--- src/rtl/exch_pkg.sv ---
package exch_pkg;

  typedef struct packed {
    logic ld_lo;
    logic ld_hi;
    logic pick_hi;
    logic a_en;
    logic b_lo_en;
    logic b_hi_en;
  } exch_ctl_t;

  localparam exch_ctl_t CTL_IDLE = '{default: 1'b0};

endpackage

--- src/rtl/exch_ctl_sync.sv ---
module exch_ctl_sync
  import exch_pkg::*;
(
  input  logic      clk,
  input  logic      rst,
  input  logic      ld_lo_n,
  input  logic      ld_hi_n,
  input  logic      pick_hi,
  input  logic      a_oe_n,
  input  logic      b_lo_oe_n,
  input  logic      b_hi_oe_n,
  output exch_ctl_t ctl_q
);

  exch_ctl_t ctl_d;

  always_comb begin
    ctl_d.ld_lo   = ~ld_lo_n;
    ctl_d.ld_hi   = ~ld_hi_n;
    ctl_d.pick_hi = pick_hi;
    ctl_d.a_en    = ~a_oe_n;
    ctl_d.b_lo_en = ~b_lo_oe_n;
    ctl_d.b_hi_en = ~b_hi_oe_n;
  end

  always_ff @(posedge clk) begin
    if (rst) ctl_q <= CTL_IDLE;
    else     ctl_q <= ctl_d;
  end

  // enables appear one edge after sampling, inverted
  a_r7_oe_lag: assert property (@(posedge clk) disable iff (rst)
    !rst |=> (ctl_q.a_en == !$past(a_oe_n)) && (ctl_q.b_lo_en == !$past(b_lo_oe_n))
             && (ctl_q.b_hi_en == !$past(b_hi_oe_n)));

  // load enables lag by one edge
  a_r8_ld_lag: assert property (@(posedge clk) disable iff (rst)
    !rst |=> (ctl_q.ld_lo == !$past(ld_lo_n)) && (ctl_q.ld_hi == !$past(ld_hi_n)));

endmodule

--- src/rtl/exch_half_reg.sv ---
module exch_half_reg #(
  parameter int W = 12
) (
  input  logic         clk,
  input  logic         rst,
  input  logic         ld,
  input  logic [W-1:0] d,
  output logic [W-1:0] q
);

  always_ff @(posedge clk) begin
    if (rst)     q <= '0;
    else if (ld) q <= d;
  end

  // enabled half takes the data present at the edge
  a_r2_load: assert property (@(posedge clk) disable iff (rst)
    (!rst && ld) |=> q == $past(d));

  // a half without its enable stays put
  a_r9_hold: assert property (@(posedge clk) disable iff (rst)
    (!rst && !ld) |=> $stable(q));

endmodule

--- src/rtl/exch_return_reg.sv ---
module exch_return_reg #(
  parameter int W = 12
) (
  input  logic         clk,
  input  logic         rst,
  input  logic         sel_hi,
  input  logic [W-1:0] lo,
  input  logic [W-1:0] hi,
  output logic [W-1:0] q
);

  logic [W-1:0] pick;

  always_comb pick = sel_hi ? hi : lo;

  always_ff @(posedge clk) begin
    if (rst) q <= '0;
    else     q <= pick;
  end

  // low half followed when select clear
  a_r5_low: assert property (@(posedge clk) disable iff (rst)
    (!rst && !sel_hi) |=> q == $past(lo));

  // high half followed when select set
  a_r6_high: assert property (@(posedge clk) disable iff (rst)
    (!rst && sel_hi) |=> q == $past(hi));

endmodule

--- src/rtl/bus_exchanger.sv ---
module bus_exchanger
  import exch_pkg::*;
#(
  parameter int NARROW_W = 12
) (
  input  logic                clk,
  input  logic                rst,
  input  logic [NARROW_W-1:0] a_in,
  output logic [NARROW_W-1:0] a_out,
  output logic                a_drive,
  input  logic [NARROW_W-1:0] b_lo_in,
  input  logic [NARROW_W-1:0] b_hi_in,
  output logic [NARROW_W-1:0] b_lo_out,
  output logic [NARROW_W-1:0] b_hi_out,
  output logic                b_lo_drive,
  output logic                b_hi_drive,
  input  logic                ld_lo_n,
  input  logic                ld_hi_n,
  input  logic                pick_hi,
  input  logic                a_oe_n,
  input  logic                b_lo_oe_n,
  input  logic                b_hi_oe_n
);

  localparam int HALVES = 2;

  exch_ctl_t                          ctl_q;
  logic [HALVES-1:0]                  half_ld;
  logic [HALVES-1:0][NARROW_W-1:0]    half_q;

  exch_ctl_sync u_ctl (
    .clk       (clk),
    .rst       (rst),
    .ld_lo_n   (ld_lo_n),
    .ld_hi_n   (ld_hi_n),
    .pick_hi   (pick_hi),
    .a_oe_n    (a_oe_n),
    .b_lo_oe_n (b_lo_oe_n),
    .b_hi_oe_n (b_hi_oe_n),
    .ctl_q     (ctl_q)
  );

  always_comb half_ld = {ctl_q.ld_hi, ctl_q.ld_lo};

  for (genvar h = 0; h < HALVES; h++) begin : g_half
    exch_half_reg #(.W(NARROW_W)) u_half (
      .clk (clk),
      .rst (rst),
      .ld  (half_ld[h]),
      .d   (a_in),
      .q   (half_q[h])
    );
  end

  exch_return_reg #(.W(NARROW_W)) u_ret (
    .clk    (clk),
    .rst    (rst),
    .sel_hi (ctl_q.pick_hi),
    .lo     (b_lo_in),
    .hi     (b_hi_in),
    .q      (a_out)
  );

  always_comb begin
    b_lo_out   = half_q[0];
    b_hi_out   = half_q[1];
    a_drive    = ctl_q.a_en;
    b_lo_drive = ctl_q.b_lo_en;
    b_hi_drive = ctl_q.b_hi_en;
  end

  // reset leaves ports undriven and data cleared
  a_r1_reset_clear: assert property (@(posedge clk)
    rst |=> !a_drive && !b_lo_drive && !b_hi_drive
            && (a_out == '0) && (b_lo_out == '0) && (b_hi_out == '0));

endmodule

--- config.mk ---
export PLATFORM = sky130hd
export DESIGN_NAME = bus_exchanger
export DESIGN_NICKNAME = d
export VERILOG_FILES = /design/src/rtl/exch_pkg.sv /design/src/rtl/exch_ctl_sync.sv /design/src/rtl/exch_half_reg.sv /design/src/rtl/exch_return_reg.sv /design/src/rtl/bus_exchanger.sv
export SDC_FILE = /design/constraint.sdc
export NUM_CORES = 1
export LEC_CHECK = 0
export ABC_AREA = 1
export BUFFER_PORTS_ARGS = -buffer_cell sky130_fd_sc_hd__buf_2
export CAP_MARGIN = 25
export CORE_MARGIN = 2
export CORE_UTILIZATION = 40
export DETAILED_ROUTE_END_ITERATION = 16
export GPL_ROUTABILITY_DRIVEN = 0
export MAX_ROUTING_LAYER = met4
export PLACE_DENSITY = 0.81
export SLEW_MARGIN = 20
export SYNTH_ARGS = -nofsm -noshare
export SYNTH_HDL_FRONTEND = slang
export SYNTH_HIERARCHICAL = 1
export SYNTH_SLANG_ARGS = --single-unit
--- constraint.sdc ---
create_clock -name clk -period 0.8 [get_ports clk]
set_clock_uncertainty 0.05 [all_clocks]
set_input_delay 0.04 -clock clk [delete_from_list [all_inputs] [get_ports clk]]
set_output_delay 0.04 -clock clk [all_outputs]
set_load 0.05 [all_outputs]
Yosys cells after proc, flatten, opt, wreduce, memory -nomap -nowiden
Index checks and enable logic that the tools add are counted.

word-level totals
  register bits = 42
  input port bits = 44
  output and inout port bits = 39
  logic and storage cells = 15

operators by class
  muxes and demuxes = 1
  bitwise gates (word level) = 5

operator list
  operator           number
  12-bit 2-to-1 mux  1
  1-bit inverter     5

Longest topological paths before layout
Gate-level depths: netlist of the first run.

  depth after elaboration = 1
  gate-level depth with buffers = 4
  mapped depth without buffers = 4

Cells and area by module
The synthesis of the first run kept the hierarchy.

modules (own cells, without submodules)
  module           instances  cells an instance  area an instance (sq um)  sequential area each (sq um)
  exch_half_reg    2          76                 496.7                     240.2
  exch_return_reg  1          76                 496.7                     240.2
  exch_ctl_sync    1          13                 146.4                     120.1

Least setup slack after synthesis of the first run
No wires, ideal clock.

  kind = reg-to-reg
  start = register g_half[0].u_half/q[9] (netlist name)
  end = register g_half[0].u_half.q[9]
  setup time = 0.064 ns
  arrival time = 0.794 ns
  required time = 0.686 ns
  path slack = -0.108 ns
  stages on the path, launching flop included = 3
  path buffers = 0
  clock period less this slack = 0.908 ns
  cell sequence = dfxtp_1 > nor2_1 > nor2_1

RTL lines
  what                  line                 RTL
  end signal, assigned  exch_half_reg.sv:12  if (rst) q <= '0;
  end signal, assigned  exch_half_reg.sv:13  else if (ld) q <= d;
  end, declared         exch_half_reg.sv:8   output logic [W-1:0] q

Final worst setup path of the first run
  start = register u_ctl/ctl_q[3] (netlist name)
  end = register u_ret.q[4]

on the way
  longest elaborated chain between the ends = 1

ends and longest elaborated chain
  what                  line                   RTL
  12-bit 2-to-1 mux     exch_return_reg.sv:14  always_comb pick = sel_hi ? hi : lo;
  end signal, assigned  exch_return_reg.sv:18  else q <= pick;
  end, declared         exch_return_reg.sv:9   output logic [W-1:0] q

Every way passes these cells.
A chain may end at the register's enable or synchronous reset.

==> results of run 1 <==
## worst max-delay path by stage
stage               cells after the start             startpoint  slack (ps)                     end
floorplan                               4         u_ctl/ctl_q[5]          30  g_half[0].u_half/q[10]
global placement                        4         u_ctl/ctl_q[4]          -1   g_half[1].u_half/q[6]
detailed placement                      4         u_ctl/ctl_q[4]         -20   g_half[1].u_half/q[6]
CTS                                     1  g_half[0].u_half/q[9]        -100             b_lo_out[9]
global route                            3         u_ctl/ctl_q[3]        -190              u_ret/q[4]
finish                                  4         u_ctl/ctl_q[3]        -190              u_ret/q[4]
## repair_timing
item / in CTS / in global routing
cloned: 0 / 8
resized for setup: 118 / 121
pin swaps: 0 / 50
endpoints found under the setup margin: 54 / 75
hold buffers: 40 / 0
endpoints found under the hold margin: 34 / 0
buffers inserted: 1 / 2
## cells in the mapped netlist
master and count:
buf_6 6, nand2_1 72, inv_1 40, buf_2 3, dfxtp_1 42, nor2_1 78
## registers in the layout (all words and copies together), names as in the netlist
| name | flops |
|---|---|
| u_ret/q | 12 |
| u_ctl/ctl_q | 6 |
| g_half.u_half/q | 24 |
## metrics by stage
| step | setup slack [ps] | utilization | cell area (µm²) |
|---|---|---|---|
| after floorplan | 27.1 | - | 1670 |
| after global routing | -192 | 0.899 | 3570 |
| after CTS | -98.9 | 0.756 | 3000 |
| after global placement | -1.33 | 0.541 | 2150 |
| after detailed placement | -20.9 | 0.541 | 2150 |
| final | -190 | 0.899 | 3570 |
## tightest hold or removal path, delay by kind of cell
| kind | cells | cell delay (ps) |
|---|---|---|
| buffers and inverters | 2 | 260 |
| and+or+nand+nor | 1 | 50 |
## cell families (layout without fill, tap and decap cells)
group,count (synthesis),count (layout),share of synthesized area
flops,42,42,0.514
simple gates,150,150,0.344
buf+inv,49,185,0.142
## metal layers
metal / wire length, µm / vias to the layer above / part of all wire
li1: - / 951 / -
met1: 2860 / 1010 / 0.34
met2: 4110 / 149 / 0.49
met3: 730 / 70 / 0.086
met4: 741 / 0 / 0.088
met5: 0 / - / 0
## power breakdown
| part | switching (mW) | total, mW | internal, mW |
|---|---|---|---|
| Combinational | 1.06 | 1.91 | 0.847 |
| Clock | 0.785 | 1.48 | 0.698 |
| Sequential | 0.152 | 2.41 | 2.26 |
## cell type report
cell class                 count  area share
timing repair buffer         137       0.412
clock inverter                 1     0.00140
inverter                      40      0.0421
clock buffer                   7      0.0242
multi-input combinational    150       0.250
tap                           50      0.0175
sequential                    42       0.252
## layout by cell type (no fill, tap or decap)
cell type / Yosys / final
nor2_1: 78 / 47
buf_2: 3 / 42
inv_1: 40 / 40
dfxtp_2: 0 / 39
dlygate4sd3_1: 0 / 39
buf_8: 0 / 36
nand2_2: 0 / 30
nor2_2: 0 / 24
nand2_1: 72 / 23
nand2_4: 0 / 19
nor2_4: 0 / 7
clkbuf_8: 0 / 6
clkbuf_16: 0 / 6
buf_6: 6 / 5
buf_12: 0 / 4
buf_4: 0 / 4
dfxtp_4: 0 / 3
clkinv_2: 0 / 1
clkbuf_1: 0 / 1
dlymetal6s4s_1: 0 / 1
==> flow_summary.toml, run 1 <==
[routing]
remaining_antenna_violation_count_after_routing = 0
via_count = 2180
first_iter_violations = 162
average_wire_length_per_cell_after_detail_routing_um = 19.8
drt-vias-per-instance = 5.11
detail_route.first_pass.iterations = 4
routed_wl_um = 8440
remaining_drc_errors = 0

[critical_path]
nature_of_the_critical_path_startpoint = "register"
crit_chain = "buf_12 -> nand2_2 -> nand2_2 -> nor2_1"
worst_ep_required_ps = 970
worstPathBufferInverterCount = 1
r2r_start = "u_ctl/ctl_q[3]"
critical_path_arrival_ps = 1160
cp_common_cell = "nand2_2"
slowest_stage_cell_cp = "dfxtp_4"
depth_of_the_most_critical_reg_to_reg_path = 4
worst_path_largest_cell_delay_ps = 380
worstSetupPathType = "reg2reg"
reg2reg_slack_ps = -190
highest_fanout_seen_on_the_critical_path = 6
crit_family = "flip-flops"
setup.worst_path.end_class = "register"
worst_r2r_endpoint = "u_ret/q[4]"

[die]
die-height_um = 68.0
core_area_um2 = 3970
die_w_um = 68.0
initial_utilization = 0.412
rows = 23
dieArea_um2 = 4620
io_pins = 83

[placed_design]
placedCellCount = 369
io_buffers = 82
detailed_place_hpwl_um = 2610

[clock_tree]
cts_tree = "done"
clock_latency_ps = 300
clock-root-buffer = "clkbuf_8"
clkSlewWorstSetupHoldPaths_ps = 90
clock-sinks = 42
cts_buffer_depth = 2
number_of_cts_inserted_buffers = 5
cts-htree-levels = 2

[logic_synthesis]
yosys.area.top_type = "dfxtp_1"
synthesis.area_um2 = 1640
sequential_element_share_of_the_synthesized_area = 0.514
synth.area.top_cells = "dfxtp_1 (51%), nor2_1 (18%), nand2_1 (17%)"
post_synthesis_cells = 241
syn-num-nets = 285
yosys.area.top_type_share = 0.514
post_synth_num_cell_types = 6
synth.yosys.warnings = 6
syn_avg_cell_area_um2 = 6.79
synth.ff_latch_count = 42

[sta]
final-setup-viol-count = 75
rsz0062_at_grt = "true"
endpoints_failing_hold = 0
max_slew_margin_vs_limit = 0.664
fmaxAchievable_ghz = 1.01
finalHoldWorstSlack_ps = 33.4
period_minus_slack_ps = 990
report.final.slew_viol_count = 0
worst_pin_slew_ps = 503
setup_total_negative_slack_ps = -7310
post_layout_worst_setup_margin_ps = -190
period_share = 1.24

[global_route]
vias_in_the_first_global_route = 1905
grt_util_met3 = 0.0789
gr-usage-all-layers = 0.284
grt-busiest-layer = "met2"
groute.layer.met2.usage = 0.530
grt_overflow = 0
grt_first_pass_wirelength_um = 9000
antenna_found_initial = 0
gr-usage-met1 = 0.252
grt_start_max_net_pins = 25

[layout]
filler_cell_count = 146
area_grow_syn2layout_pct = 118
finish.cell_count_without_fillers = 427
register_area_um2 = 901
combined_area_of_the_multi_input_logic_cells_um2 = 893
nNetsFinal = 420
final_layout_size_suffix_gt1_frac = 0.599
n_antenna_cell = 0

[hold_path]
hold-path-endpoint = "u_ctl/ctl_q[1]"
hp-class = "in2reg"
worst_hold_path.num_cells = 3
min-delay-start = "rst"

[status]
status = "finished with violations"
violations = "negative setup slack"

[power_and_ir_drop]
max-vdd-ir-drop_mv = 1.47
report.power.total_mw = 5.80
leakage_power_summed_over_all_cells_nw = 1.84
pwr_density_cell_nw_per_um2 = 1620

[job]
cap_violations = 0
(Power assumes the default switching activity.)
==> run 2, diff against run 1 <==
--- a/config.mk
+++ b/config.mk
@@ -14,6 +14,7 @@
 export GPL_ROUTABILITY_DRIVEN = 0
 export MAX_ROUTING_LAYER = met4
 export PLACE_DENSITY = 0.81
+export SKIP_CTS_REPAIR_TIMING = 1
 export SLEW_MARGIN = 20
 export SYNTH_ARGS = -nofsm -noshare
 export SYNTH_HDL_FRONTEND = slang
==> run 2 against run 1 <==
Against the previous run: the run still ends with negative setup slack left; flip-flop and latch count did not move; power fell by 4.6%; count of clock-buffer cells in the layout did not move; cell area fell by 8.1%; fmax rose by 5.6%; die area did not move; critical path depth did not move; non-clock buffer count fell by 21; utilization fell by 7.3 points; cell count fell by 4.9%; highest routed layer unchanged.
==> flow_summary.toml, run 2 (synthesis gave the netlist of run 1 again) <==
[status]
status = "finished with violations"
violations = "negative setup slack"

[global_route]
antenna_found_initial = 0
vias_in_the_first_global_route = 1342
grt_first_pass_wirelength_um = 5300
grt_start_max_net_pins = 25
grt_overflow = 0
gr-usage-all-layers = 0.159

[critical_path]
nature_of_the_critical_path_startpoint = "register"
worstSetupPathType = "reg2reg"
crit_family = "flip-flops"
slowest_stage_cell_cp = "dfxtp_4"
depth_of_the_most_critical_reg_to_reg_path = 4
r2r_start = "u_ctl/ctl_q[3]"
setup.worst_path.end_class = "register"
crit_chain = "clkbuf_16 -> nand2_2 -> nand2_1 -> nor2_1"
highest_fanout_seen_on_the_critical_path = 6
critical_path_arrival_ps = 1110
worst_path_largest_cell_delay_ps = 380
worst_ep_required_ps = 980
reg2reg_slack_ps = -140
worstPathBufferInverterCount = 1
worst_r2r_endpoint = "u_ret/q[7]"

[clock_tree]
clock-sinks = 42
clkSlewWorstSetupHoldPaths_ps = 90
number_of_cts_inserted_buffers = 5
cts_tree = "done"
clock_latency_ps = 290
cts_buffer_depth = 2
cts-htree-levels = 2
clock-root-buffer = "clkbuf_8"

[die]
dieArea_um2 = 4620
die-height_um = 68.0
core_area_um2 = 3970
rows = 23
io_pins = 83
initial_utilization = 0.412
die_w_um = 68.0

[routing]
average_wire_length_per_cell_after_detail_routing_um = 15.2
first_iter_violations = 85
routed_wl_um = 6180
remaining_antenna_violation_count_after_routing = 0
drt-vias-per-instance = 4.65
detail_route.first_pass.iterations = 4
via_count = 1888
remaining_drc_errors = 0

[sta]
endpoints_failing_hold = 0
rsz0062_at_grt = "true"
period_minus_slack_ps = 937
fmaxAchievable_ghz = 1.07
final-setup-viol-count = 75
max_slew_margin_vs_limit = 0.705
worst_pin_slew_ps = 442
period_share = 1.17
report.final.slew_viol_count = 0
post_layout_worst_setup_margin_ps = -137
finalHoldWorstSlack_ps = 0.0950

[layout]
largest_reg_flops = 24
most_flops_register = "g_half.u_half/q"
finish.cell_count_without_fillers = 406
area_grow_syn2layout_pct = 100
final_layout_size_suffix_gt1_frac = 0.596
n_antenna_cell = 0
reg.largest.list = "g_half.u_half/q (24), u_ret/q (12), u_ctl/ctl_q (6)"
nNetsFinal = 399
postLayoutCoreUtil = 0.826
register_area_um2 = 901
layout_commonest_cell = "nor2_1"
mostFrequentLayoutCells = "nor2_1 (59), buf_2 (43), inv_1 (40)"
combined_area_of_the_multi_input_logic_cells_um2 = 836
filler_cell_count = 205

[hold_path]
worst_hold_path.num_cells = 5
hp-class = "in2reg"
hold-path-endpoint = "g_half[0].u_half/q[9]"
min-delay-start = "a_in[9]"

[placed_design]
detailed_place_hpwl_um = 2610
dp_slack_ps = -20.9
placedCellCount = 369
io_buffers = 82

[power_and_ir_drop]
leakage_power_summed_over_all_cells_nw = 1.72
max-vdd-ir-drop_mv = 1.51
pwr_density_cell_nw_per_um2 = 1690
report.power.total_mw = 5.53

[job]
cap_violations = 0
-- run 2: changes by cell type in the layout (fill, tap and decap cells not counted), moves of 3 or more --
cell | previous run | this run
nor2_2 | 24 | 14
buf_8 | 36 | 31
dlygate4sd3_1 | 39 | 20
nand2_4 | 19 | 16
nor2_1 | 47 | 59
buf_6 | 5 | 10
-- run 2: stage by stage --
stage / instance area, µm² / TNS (ps)
after CTS: 2240 / -6880
after detailed placement: 2150 / -65.1
final: 3280 / -5510
after global routing: 3280 / -7210
after floorplan: 1670 / 0
after global placement: 2150 / -1.33
-- run 2: worst max-delay path by stage --
stage / cells past startpoint / end / start / slack (ps)
floorplan: 4 / g_half[0].u_half/q[10] / u_ctl/ctl_q[5] / 30
global placement: 4 / g_half[1].u_half/q[6] / u_ctl/ctl_q[4] / -1
detailed placement: 4 / g_half[1].u_half/q[6] / u_ctl/ctl_q[4] / -20
CTS: 1 / b_hi_out[8] / g_half[1].u_half/q[8] / -190
global route: 1 / a_out[0] / u_ret/q[0] / -140
finish: 4 / u_ret/q[7] / u_ctl/ctl_q[3] / -140
-- run 2: where the power goes --
group | leakage, nW | internal, mW | switching (mW)
Clock | 0.0482 | 0.697 | 0.753
Combinational | 1.31 | 0.747 | 0.940
Sequential | 0.362 | 2.26 | 0.135
-- run 2: metal layers --
| layer | track usage | vias up | routed length [µm] |
|---|---|---|---|
| li1 | - | 911 | - |
| met1 | 0.168 | 870 | 2110 |
| met3 | 0.0510 | 24 | 383 |
| met2 | 0.267 | 83 | 3410 |
| met5 | - | - | 0 |
| met4 | 0.0825 | 0 | 281 |
-- run 2: worst reg2reg max path, delay by kind of cell, from the launching register on --
kind | cells | cell delay (ps)
buf+inv | 1 | 170
flops | 1 | 380
simple gates | 3 | 270
-- run 2: final cells by class --
cell class,instances,share of cell area
Timing Repair Buffer,116,0.378
Sequential cell,42,0.275
Multi-Input combinational cell,150,0.255
Inverter,40,0.0458
Clock buffer,7,0.0263
Tap cell,50,0.0191
Clock inverter,1,0.00153
